`config.mk`:
```
export PLATFORM = sky130hd
export DESIGN_NAME = sreg_port
export DESIGN_NICKNAME = d
export VERILOG_FILES = /design/src/rtl/sreg_pkg.sv /design/src/rtl/sreg_sync.sv /design/src/rtl/sreg_regs.sv /design/src/rtl/sreg_engine.sv /design/src/rtl/sreg_port.sv
export SDC_FILE = /design/constraint.sdc
export NUM_CORES = 1
export LEC_CHECK = 0
export ABC_AREA = 1
export CAP_MARGIN = 20
export CORE_ASPECT_RATIO = 0.7
export CORE_MARGIN = 2
export CORE_UTILIZATION = 48
export DETAILED_ROUTE_END_ITERATION = 10
export PLACE_DENSITY = 0.84
export SLEW_MARGIN = 20
export SYNTH_ARGS = -nofsm -noshare
export SYNTH_HDL_FRONTEND = slang
export SYNTH_SLANG_ARGS = --single-unit
```
`constraint.sdc`:
```
create_clock -name clk -period 2.25 [get_ports clk]
set_input_delay 0.45 -clock clk [delete_from_list [all_inputs] [get_ports clk]]
set_output_delay 0.45 -clock clk [all_outputs]
set_load 0.03 [all_outputs]
```
`src/rtl/sreg_pkg.sv`:
```
`timescale 1ns/1ps
package sreg_pkg;

  typedef enum logic [2:0] {
    SEL_DATA,
    SEL_CTRL,
    SEL_PCAL,
    SEL_NCAL,
    SEL_NONE
  } reg_sel_e;

  typedef enum logic {
    PH_INSTR,
    PH_DATA
  } phase_e;

  typedef struct packed {
    logic      is_wr;
    logic [1:0] extra;   // byte count minus one
    reg_sel_e  sel;
    logic [1:0] ptr;
  } instr_t;

  localparam int CTRL_LSB_BIT = 0;
  localparam int CTRL_ASC_BIT = 1;
  localparam int CTRL_3W_BIT  = 2;

  function automatic instr_t decode_instr(input logic [7:0] b);
    instr_t d;
    d.is_wr = b[7];
    d.extra = b[6:5];
    d.ptr   = b[1:0];
    case (b[3:2])
      2'b00:   d.sel = SEL_DATA;
      2'b01:   d.sel = SEL_CTRL;
      2'b10:   d.sel = b[4] ? SEL_NCAL : SEL_PCAL;
      default: d.sel = SEL_NONE;
    endcase
    return d;
  endfunction

endpackage

```
`src/rtl/sreg_sync.sv`:
```
`timescale 1ns/1ps
module sreg_sync #(
  parameter int STAGES = 2
) (
  input  logic clk,
  input  logic rst,
  input  logic sclk_i,
  input  logic cs_n_i,
  input  logic sdio_i,
  output logic sclk_rise,
  output logic sclk_fall,
  output logic cs_act,
  output logic din
);

  logic [STAGES-1:0] sclk_p;
  logic [STAGES-1:0] cs_p;
  logic [STAGES-1:0] din_p;
  logic              sclk_d;

  always_ff @(posedge clk) begin
    if (rst) begin
      sclk_p <= '0;
      cs_p   <= '1;
      din_p  <= '0;
      sclk_d <= 1'b0;
    end else begin
      sclk_p <= {sclk_p[STAGES-2:0], sclk_i};
      cs_p   <= {cs_p[STAGES-2:0], cs_n_i};
      din_p  <= {din_p[STAGES-2:0], sdio_i};
      sclk_d <= sclk_p[STAGES-1];
    end
  end

  assign sclk_rise = sclk_p[STAGES-1] & ~sclk_d;
  assign sclk_fall = ~sclk_p[STAGES-1] & sclk_d;
  assign cs_act    = ~cs_p[STAGES-1];
  assign din       = din_p[STAGES-1];

endmodule

```
`src/rtl/sreg_regs.sv`:
```
`timescale 1ns/1ps
module sreg_regs
  import sreg_pkg::*;
#(
  parameter int REG_W = 24
) (
  input  logic             clk,
  input  logic             rst,
  input  logic             conv_load,
  input  logic [REG_W-1:0] conv_data,
  input  logic             wr_en,
  input  reg_sel_e         wr_sel,
  input  logic [1:0]       wr_ptr,
  input  logic [7:0]       wr_data,
  input  reg_sel_e         rd_sel,
  input  logic [1:0]       rd_ptr,
  output logic [7:0]       rd_byte,
  output logic [REG_W-1:0] ctrl_o,
  output logic [REG_W-1:0] pcal_o,
  output logic [REG_W-1:0] ncal_o
);

  localparam int NB   = REG_W / 8;
  localparam int NWR  = 3;

  logic [REG_W-1:0] data_q;
  logic [REG_W-1:0] wreg_q [NWR];
  logic [NWR-1:0]   wr_hit;
  logic [REG_W-1:0] rd_src;

  assign wr_hit = {wr_sel == SEL_NCAL, wr_sel == SEL_PCAL, wr_sel == SEL_CTRL};

  always_ff @(posedge clk) begin
    if (rst)            data_q <= '0;
    else if (conv_load) data_q <= conv_data;
  end

  for (genvar r = 0; r < NWR; r++) begin : g_wreg
    always_ff @(posedge clk) begin
      if (rst) begin
        wreg_q[r] <= '0;
      end else if (wr_en && wr_hit[r]) begin
        for (int b = 0; b < NB; b++) begin
          if (wr_ptr == 2'(b)) wreg_q[r][b*8 +: 8] <= wr_data;
        end
      end
    end
  end

  always_comb begin
    case (rd_sel)
      SEL_DATA: rd_src = data_q;
      SEL_CTRL: rd_src = wreg_q[0];
      SEL_PCAL: rd_src = wreg_q[1];
      SEL_NCAL: rd_src = wreg_q[2];
      default:  rd_src = '0;
    endcase
    rd_byte = 8'h00;
    for (int b = 0; b < NB; b++) begin
      if (rd_ptr == 2'(b)) rd_byte = rd_src[b*8 +: 8];
    end
  end

  assign ctrl_o = wreg_q[0];
  assign pcal_o = wreg_q[1];
  assign ncal_o = wreg_q[2];

  // serial writes never touch the result register
  a_r8_data_readonly: assert property (@(posedge clk) disable iff (rst)
    (wr_en && wr_sel == SEL_DATA && !conv_load) |=> $stable(data_q));

  // byte address beyond the register width changes nothing
  a_r9_high_byte_ignored: assert property (@(posedge clk) disable iff (rst)
    (wr_en && ({1'b0, wr_ptr} >= 3'(NB)))
      |=> ($stable(wreg_q[0]) && $stable(wreg_q[1]) && $stable(wreg_q[2])));

endmodule

```
`src/rtl/sreg_engine.sv`:
```
`timescale 1ns/1ps
module sreg_engine
  import sreg_pkg::*;
(
  input  logic       clk,
  input  logic       rst,
  input  logic       rise,
  input  logic       fall,
  input  logic       cs_act,
  input  logic       din,
  input  logic       lsb_first,
  input  logic       ascending,
  input  logic       three_wire,
  input  logic [7:0] rd_byte,
  output reg_sel_e   rd_sel,
  output logic [1:0] rd_ptr,
  output logic       wr_en,
  output reg_sel_e   wr_sel,
  output logic [1:0] wr_ptr,
  output logic [7:0] wr_data,
  output logic       sdio_o,
  output logic       sdio_oe,
  output logic       sdo
);

  phase_e     phase_q;
  logic [2:0] bit_cnt_q;
  logic [7:0] sh_q;
  logic       is_wr_q;
  logic [1:0] left_q;
  reg_sel_e   sel_q;
  logic [1:0] ptr_q;

  logic [7:0] in_msb;
  logic [7:0] in_lsb;
  logic       byte_done;
  logic [2:0] tx_idx;
  logic       tx_bit;
  instr_t     dec;

  assign in_msb    = {sh_q[6:0], din};
  assign in_lsb    = {din, sh_q[7:1]};
  assign byte_done = rise && (bit_cnt_q == 3'd7);
  assign dec       = decode_instr(in_msb);
  assign tx_idx    = lsb_first ? bit_cnt_q : (3'd7 - bit_cnt_q);
  assign tx_bit    = rd_byte[tx_idx];

  assign wr_en   = cs_act && byte_done && (phase_q == PH_DATA) && is_wr_q;
  assign wr_data = lsb_first ? in_lsb : in_msb;
  assign wr_sel  = sel_q;
  assign wr_ptr  = ptr_q;
  assign rd_sel  = sel_q;
  assign rd_ptr  = ptr_q;

  always_ff @(posedge clk) begin
    if (rst) begin
      phase_q   <= PH_INSTR;
      bit_cnt_q <= '0;
      sh_q      <= '0;
      is_wr_q   <= 1'b0;
      left_q    <= '0;
      sel_q     <= SEL_NONE;
      ptr_q     <= '0;
      sdio_o    <= 1'b0;
      sdio_oe   <= 1'b0;
      sdo       <= 1'b0;
    end else if (!cs_act) begin
      phase_q   <= PH_INSTR;
      bit_cnt_q <= '0;
      sh_q      <= '0;
      sdio_o    <= 1'b0;
      sdio_oe   <= 1'b0;
      sdo       <= 1'b0;
    end else if (rise) begin
      bit_cnt_q <= bit_cnt_q + 3'd1;
      sh_q      <= (phase_q == PH_DATA && lsb_first) ? in_lsb : in_msb;
      if (byte_done) begin
        if (phase_q == PH_INSTR) begin
          is_wr_q <= dec.is_wr;
          left_q  <= dec.extra;
          sel_q   <= dec.sel;
          ptr_q   <= dec.ptr;
          phase_q <= PH_DATA;
        end else begin
          ptr_q <= ascending ? (ptr_q + 2'd1) : (ptr_q - 2'd1);
          if (left_q == 2'd0) phase_q <= PH_INSTR;
          else                left_q  <= left_q - 2'd1;
        end
      end
    end else if (fall) begin
      if (phase_q == PH_DATA && !is_wr_q) begin
        if (three_wire) begin
          sdo     <= tx_bit;
          sdio_o  <= 1'b0;
          sdio_oe <= 1'b0;
        end else begin
          sdo     <= 1'b0;
          sdio_o  <= tx_bit;
          sdio_oe <= 1'b1;
        end
      end else begin
        sdo     <= 1'b0;
        sdio_o  <= 1'b0;
        sdio_oe <= 1'b0;
      end
    end
  end

  // a released chip select leaves the port in standby
  a_r11_abort_to_standby: assert property (@(posedge clk) disable iff (rst)
    !cs_act |=> (phase_q == PH_INSTR && bit_cnt_q == 3'd0));

  // the bit counter only advances on rising serial-clock edges
  a_r1_count_on_rise_only: assert property (@(posedge clk) disable iff (rst)
    (cs_act && !rise) |=> $stable(bit_cnt_q));

  // the shared pin is driven only for read cycles
  a_r7_oe_read_only: assert property (@(posedge clk) disable iff (rst)
    sdio_oe |-> !is_wr_q);

  // the two output paths are never active together
  a_r7_one_output_path: assert property (@(posedge clk) disable iff (rst)
    sdio_oe |-> !sdo);

endmodule

```
`src/rtl/sreg_port.sv`:
```
`timescale 1ns/1ps
module sreg_port
  import sreg_pkg::*;
#(
  parameter int REG_W       = 24,
  parameter int SYNC_STAGES = 2
) (
  input  logic             clk,
  input  logic             rst,
  input  logic             sclk,
  input  logic             cs_n,
  input  logic             sdio_i,
  output logic             sdio_o,
  output logic             sdio_oe,
  output logic             sdo,
  input  logic             conv_load,
  input  logic [REG_W-1:0] conv_data,
  output logic [REG_W-1:0] ctrl_o,
  output logic [REG_W-1:0] pcal_o,
  output logic [REG_W-1:0] ncal_o
);

  logic       sclk_rise;
  logic       sclk_fall;
  logic       cs_act;
  logic       din;
  logic       wr_en;
  reg_sel_e   wr_sel;
  reg_sel_e   rd_sel;
  logic [1:0] wr_ptr;
  logic [1:0] rd_ptr;
  logic [7:0] wr_data;
  logic [7:0] rd_byte;

  sreg_sync #(.STAGES(SYNC_STAGES)) u_sync (
    .clk       (clk),
    .rst       (rst),
    .sclk_i    (sclk),
    .cs_n_i    (cs_n),
    .sdio_i    (sdio_i),
    .sclk_rise (sclk_rise),
    .sclk_fall (sclk_fall),
    .cs_act    (cs_act),
    .din       (din)
  );

  sreg_engine u_engine (
    .clk        (clk),
    .rst        (rst),
    .rise       (sclk_rise),
    .fall       (sclk_fall),
    .cs_act     (cs_act),
    .din        (din),
    .lsb_first  (ctrl_o[CTRL_LSB_BIT]),
    .ascending  (ctrl_o[CTRL_ASC_BIT]),
    .three_wire (ctrl_o[CTRL_3W_BIT]),
    .rd_byte    (rd_byte),
    .rd_sel     (rd_sel),
    .rd_ptr     (rd_ptr),
    .wr_en      (wr_en),
    .wr_sel     (wr_sel),
    .wr_ptr     (wr_ptr),
    .wr_data    (wr_data),
    .sdio_o     (sdio_o),
    .sdio_oe    (sdio_oe),
    .sdo        (sdo)
  );

  sreg_regs #(.REG_W(REG_W)) u_regs (
    .clk       (clk),
    .rst       (rst),
    .conv_load (conv_load),
    .conv_data (conv_data),
    .wr_en     (wr_en),
    .wr_sel    (wr_sel),
    .wr_ptr    (wr_ptr),
    .wr_data   (wr_data),
    .rd_sel    (rd_sel),
    .rd_ptr    (rd_ptr),
    .rd_byte   (rd_byte),
    .ctrl_o    (ctrl_o),
    .pcal_o    (pcal_o),
    .ncal_o    (ncal_o)
  );

  // a byte is committed only on the rising edge that completes it
  a_r12_commit_on_rise: assert property (@(posedge clk) disable iff (rst)
    wr_en |-> (sclk_rise && cs_act));

endmodule

```
After elaboration in Yosys (flattened, before gate mapping). Memories as Yosys holds them, arrays and structs flattened. Cells that the tools add are included.

Register bits: 54. Bits in writable memories: 72. Input bits: 30. Output and inout port bits: 75. Logic and storage cells: 131. Memories: 1.

$add $sub $neg: 5. Order comparisons: 1. Equality and inequality tests: 9. Multiplexer cells: 64. Bitwise gates (word level): 16. Reductions and logical operators: 20.

Memory list: u_regs.wreg_q (words 3, bits a word 24, rd ports 3, clocked after memory_dff 0, wr ports 3, RTL line sreg_regs.sv:27) `logic [REG_W-1:0] wreg_q [NWR];`.

Operators with widths (count): 8-bit 2-to-1 mux (14); 24-bit case mux with 4 select lines (1); 1-bit 2-to-1 mux (42); 1-bit logical AND (9); 1-bit OR (9); 3-bit case mux with 3 select lines (1); 2-bit 2-to-1 mux (4); 4-bit AND reduction (2); 3-bit by 2-bit equality test with 1-bit output (second input constant) (2); 2-bit logical NOT (3); 1-bit inverter (5); 2-bit by 1-bit equality test with 1-bit output (second input constant) (2); 2-bit equality test (second input constant) (2); 3-bit by 4-bit < comparator with 1-bit output (second input constant) (1); 2-bit AND reduction (2); 2-bit by 1-bit subtractor with 2-bit output (second input constant) (2); 3-bit by 1-bit adder with 3-bit output (second input constant) (1); 1-bit binary-select mux with 3-bit select (1); 3-bit by 1-bit equality test with 1-bit output (second input constant) (1); 3-bit equality test (second input constant) (1); 3-bit logical NOT (1); 3-bit 2-to-1 mux (1); 3-bit AND reduction (1); 3-bit subtractor (first input constant) (1); other kinds (5) (6).

Logic depth before layout (Yosys ltp). Gate-level depths: netlist (run 1).

Word-level depth: 11. Gate-level depth with buffers: 16. Gate-level depth less buffers: 15.

Hierarchy. A second synthesis (run 1) with hierarchy kept.

Cell total of the unflattened synthesis: 720. Area, all modules: 6027.0 um2.

Modules (own cells, without submodules): sreg_regs (times used 1, cells each 498, area an instance 4476.8 um2, sequential area each 2642.5 um2); sreg_engine (times used 1, cells each 196, area an instance 1338.8 um2, sequential area each 460.4 um2); sreg_sync (times used 1, cells each 26, area an instance 211.5 um2, sequential area each 140.1 um2).

Worst setup path before layout (run 1). Ideal clock, no wire load.

Path kind: flip-flop to flip-flop. Start point: register u_engine.bit_cnt_q[0]. End point: memory u_regs.wreg_q[2][10] (enable). Setup time: 384 ps. Arrival time: 2017 ps. Data required time: 1866 ps. Slack: -151 ps. Cell stages (with the launch flop): 11. Buffers on the path: 0. Clock period less this slack: 2401 ps. Path through: dfxtp_1 ha_1 ha_1 nand2_1 nor2_1 inv_2 nor2_2 nand2_1 nor2_2 inv_1 o21ai_0.

RTL lines: start: declaration (RTL line sreg_engine.sv:27) `logic [2:0] bit_cnt_q;`; start signal: assignment (RTL line sreg_engine.sv:75) `bit_cnt_q <= bit_cnt_q + 3'd1;`; end: declaration (RTL line sreg_regs.sv:27).

==> reports/qor.txt, run 1 <==
Final antenna-violating net count - 0
Dominant cell type by area after synthesis - edfxtp_1
Worst relative slew slack - 56.8%
Hold path cells - 2
First-pass GRT wire length - 27,600 um
Setup CP Type - reg -> out
Worst-skew pair later-pin latency - 0.43 ns
Achievable Freq - 466 MHz
Hold Path Sink - u_sync.din_p[1]
Post-synthesis sequential area ratio - 55.1%
Worst setup SP type - register
Starting Density - 49.8%
Pwr dens - 756 mW/mm2
Seq cells post-synth - 126
Mean Syn Cell Area - 8.65 um2
Clk slew on worst S/H paths - 0.06 ns
Dpl hpwl - 13,000 um
DRC violations left - 0
CTS tree - built
Antenna diode count - 0
GP Congestion - 0.974
Final Max Slew Viols - 0
Setup TNS - 0 ns
TritonCTS buffer count - 17
Final WS setup - 0.105 ns
Max clock buf depth - 2
Post-Syn Nets - 716
Ratio of final minimum period to clock period - 95.3%
DRT Wirelength - 18,400 um
Max Clock Skew - 0.0129 ns
Syn Inst Count - 680
Total die area - 0.0132 mm2
Delay-heaviest family, CP - buffers and inverters
# fillers - 953
Ys flop type - edfxtp_1
Synth-to-Final Area Change - 33.4%
I/O pins - 105
Detailed Routing Iterations Pass 1 - 5
Top-count cell post-synth - nor2_1
Hold Vio Cnt, Final - 0
Remaining global-route overflow - 0
Worst-margin pin slew - 0.648 ns
Post-Syn Area - 0.00588 mm2
Critical Path RT - 1.80 ns
Die W - 136 um
Max rail drop VDD - 0.585 mV
Outcome - complete, no violations
CP startpoint - u_regs.wreg_q[0][0]
Reg2Reg Setup Slack - 0.12 ns
DRT iter0 DRCs - 678
Post-synth ARST share - 0%
CTS H-Tree Depth - 4
Setup-failing EPs final - 0
Pin count of the biggest net entering global routing - 28
Critical path's largest stage delay - 0.74 ns
Max Cap Viol - 0
Reg2reg path depth - 11
Min-delay worst type - reg -> reg
RSZ-0062 raised after global routing - true
Post-synth top area share - 36.8%
Clk sinks - 126
Netlist cell types - 36
R2R Path End - u_regs.wreg_q[0][21]
Die H - 96.6 um
Cts hold-fix bufs - 0
IO Port Bufs - 104
Synth cell count leaders - 152 x nor2_1, 138 x nand2_1, 72 x edfxtp_1
Vias per cell - 5.57
Layout Nets - 847
Post-synth EDFFs - 72
Initial antenna violation count - 0
# rows - 33
DR WL/cell - 18.8 um
Total GRT Usage - 28.1%
Via Count - 5,461
Min-delay src - u_sync.din_p[0]
Arrival time at the worst endpoint - 1.70 ns
Share of layout cells above drive strength 1 - 13.3%
CP Max Fanout - 8
Register area - 0.00325 mm2
Critical path's slowest cell - clkdlybuf4s50_1
Top post-synthesis cells by area - edfxtp_1 37%, dfxtp_1 18%, nor2_1 9.7%
Crit path time final - 2.15 ns
Vias in the first global route - 5,043
Pre-CTS setup slack - 0.0482 ns
CORE AREA - 0.0118 mm2
CP bufs+invs - 1
Worst-path cell chain - clkdlybuf4s50_1
Root buffer cell - clkbuf_16
Worst R2R Start - u_engine.bit_cnt_q[0]
Area of the multi-input gates - 0.00229 mm2
CP endpoint kind - output port
YS warnings - 0
Leakage - 3.01 nW
==> cell families after synthesis <==
family	count (synthesis)	synth area share (%)
xor gates and xnor gates	4	0.596
buffers and inverters	75	5.96
adders and majority gates	6	1.28
and+or+nand+nor	367	27.5
DFF	126	55.1
AOI/OAI and AO/OA	100	9.17
muxes	2	0.340
==> tightest hold or removal path, delay by kind of cell (launching register included) <==
| kind | cells | cell delay, ns |
|---|---|---|
| buf+inv | 1 | 0.04 |
| flops | 1 | 0.30 |
| simple gates | 1 | 0.03 |
==> cell usage in the layout (no fill, tap or decap), types with 3 or more instances in the layout <==
cell / n
dfxtp_2: 5
or2_2: 3
nor2_2: 5
clkbuf_16: 17
clkinvlp_4: 3
nand3_2: 9
nor2_1: 151
a21oi_1: 29
inv_2: 3
edfxtp_1: 72
nand3_1: 26
clkdlybuf4s50_1: 104
ha_1: 6
inv_4: 4
inv_1: 36
nand2_2: 3
a31oi_1: 4
dfxtp_1: 49
buf_4: 39
nand2_1: 137
a221oi_1: 4
o21ai_1: 12
nand4_1: 26
xor2_1: 3
a211oi_1: 5
inv_6: 7
o21ai_0: 44
==> through the flow <==
stage	std cells	cell area, um2	hold slack [ns]	utilization [%]	total power, W
2_1_floorplan	680	5880	0.388	-	0.00289
3_3_place_gp	946	7210	0.391	61.1	0.00316
3_5_place_dp	946	7210	0.395	61.1	0.00317
4_1_cts	978	7810	0.407	66.2	0.00594
5_1_grt	981	7850	0.433	66.5	0.00608
6_report	981	7850	0.411	66.5	0.00594
==> report_power, final <==
part           internal [W]  leakage [nW]  total, W  switching (W)
registers           0.00254          1.13   0.00263      0.0000904
logic              0.000209          1.59  0.000506       0.000298
clock network       0.00167         0.286   0.00280        0.00113
total               0.00441          3.01   0.00594        0.00152
==> final cells by class <==
type | instances | area share [%]
clock buffer | 17 | 5.42
clock inverter | 15 | 2.23
multi-input combinational | 479 | 29.2
timing repair buffer | 143 | 17.0
sequential | 126 | 41.4
inverter | 44 | 2.23
tap | 157 | 2.50
==> worst max path at each step <==
stage,slack (ns),cells after the start,endpoint
detailed placement,0.05,11,u_regs.wreg_q[2][10]
floorplan,-0.15,10,u_regs.wreg_q[2][10]
finish,0.10,1,ctrl_o[0]
global placement,0.13,11,u_regs.wreg_q[2][6]
CTS,0.006,11,u_regs.wreg_q[1][19]
global route,0.003,11,u_regs.wreg_q[0][21]
==> state kept, by name, summed over array words and instances, names as in the netlist <==
register            count
u_sync.sclk_p           2
u_engine.phase_q        1
u_engine.sdio_o         1
u_regs.wreg_q          72
u_sync.cs_p             2
u_sync.sclk_d           1
u_engine.bit_cnt_q      3
u_engine.rd_sel         3
u_engine.sh_q           8
u_engine.sdo            1
u_regs.data_q          24
u_engine.rd_ptr         2
u_engine.left_q         2
u_sync.din_p            2
u_engine.is_wr_q        1
u_engine.sdio_oe        1
==> layer usage <==
| metal | global-route usage (%) | wire length, um |
|---|---|---|
| met1 | 41.8 | 7620 |
| met2 | 39.2 | 7630 |
| met3 | 8.60 | 2730 |
| met4 | 8.41 | 387 |
| met5 | 0 | 28 |
==> repair_timing <==
| item | CTS | global route |
|---|---|---|
| buffers inserted | 0 | 3 |
| resized for setup | 2 | 13 |
| pin swaps | 0 | 1 |
| endpoints found under the setup margin | 16 | 77 |
Note: power is estimated with default switching activity, not from simulation.
==> inputs of run 2 (changes only) <==
--- a/config.mk
+++ b/config.mk
@@ -10,6 +10,7 @@
 export CORE_ASPECT_RATIO = 0.7
 export CORE_MARGIN = 2
 export CORE_UTILIZATION = 48
+export CTS_CLUSTER_SIZE = 10
 export DETAILED_ROUTE_END_ITERATION = 10
 export PLACE_DENSITY = 0.84
 export SLEW_MARGIN = 20
==> results of run 2 <==
Final layout, timing and power as in run 1 (identical DEF).
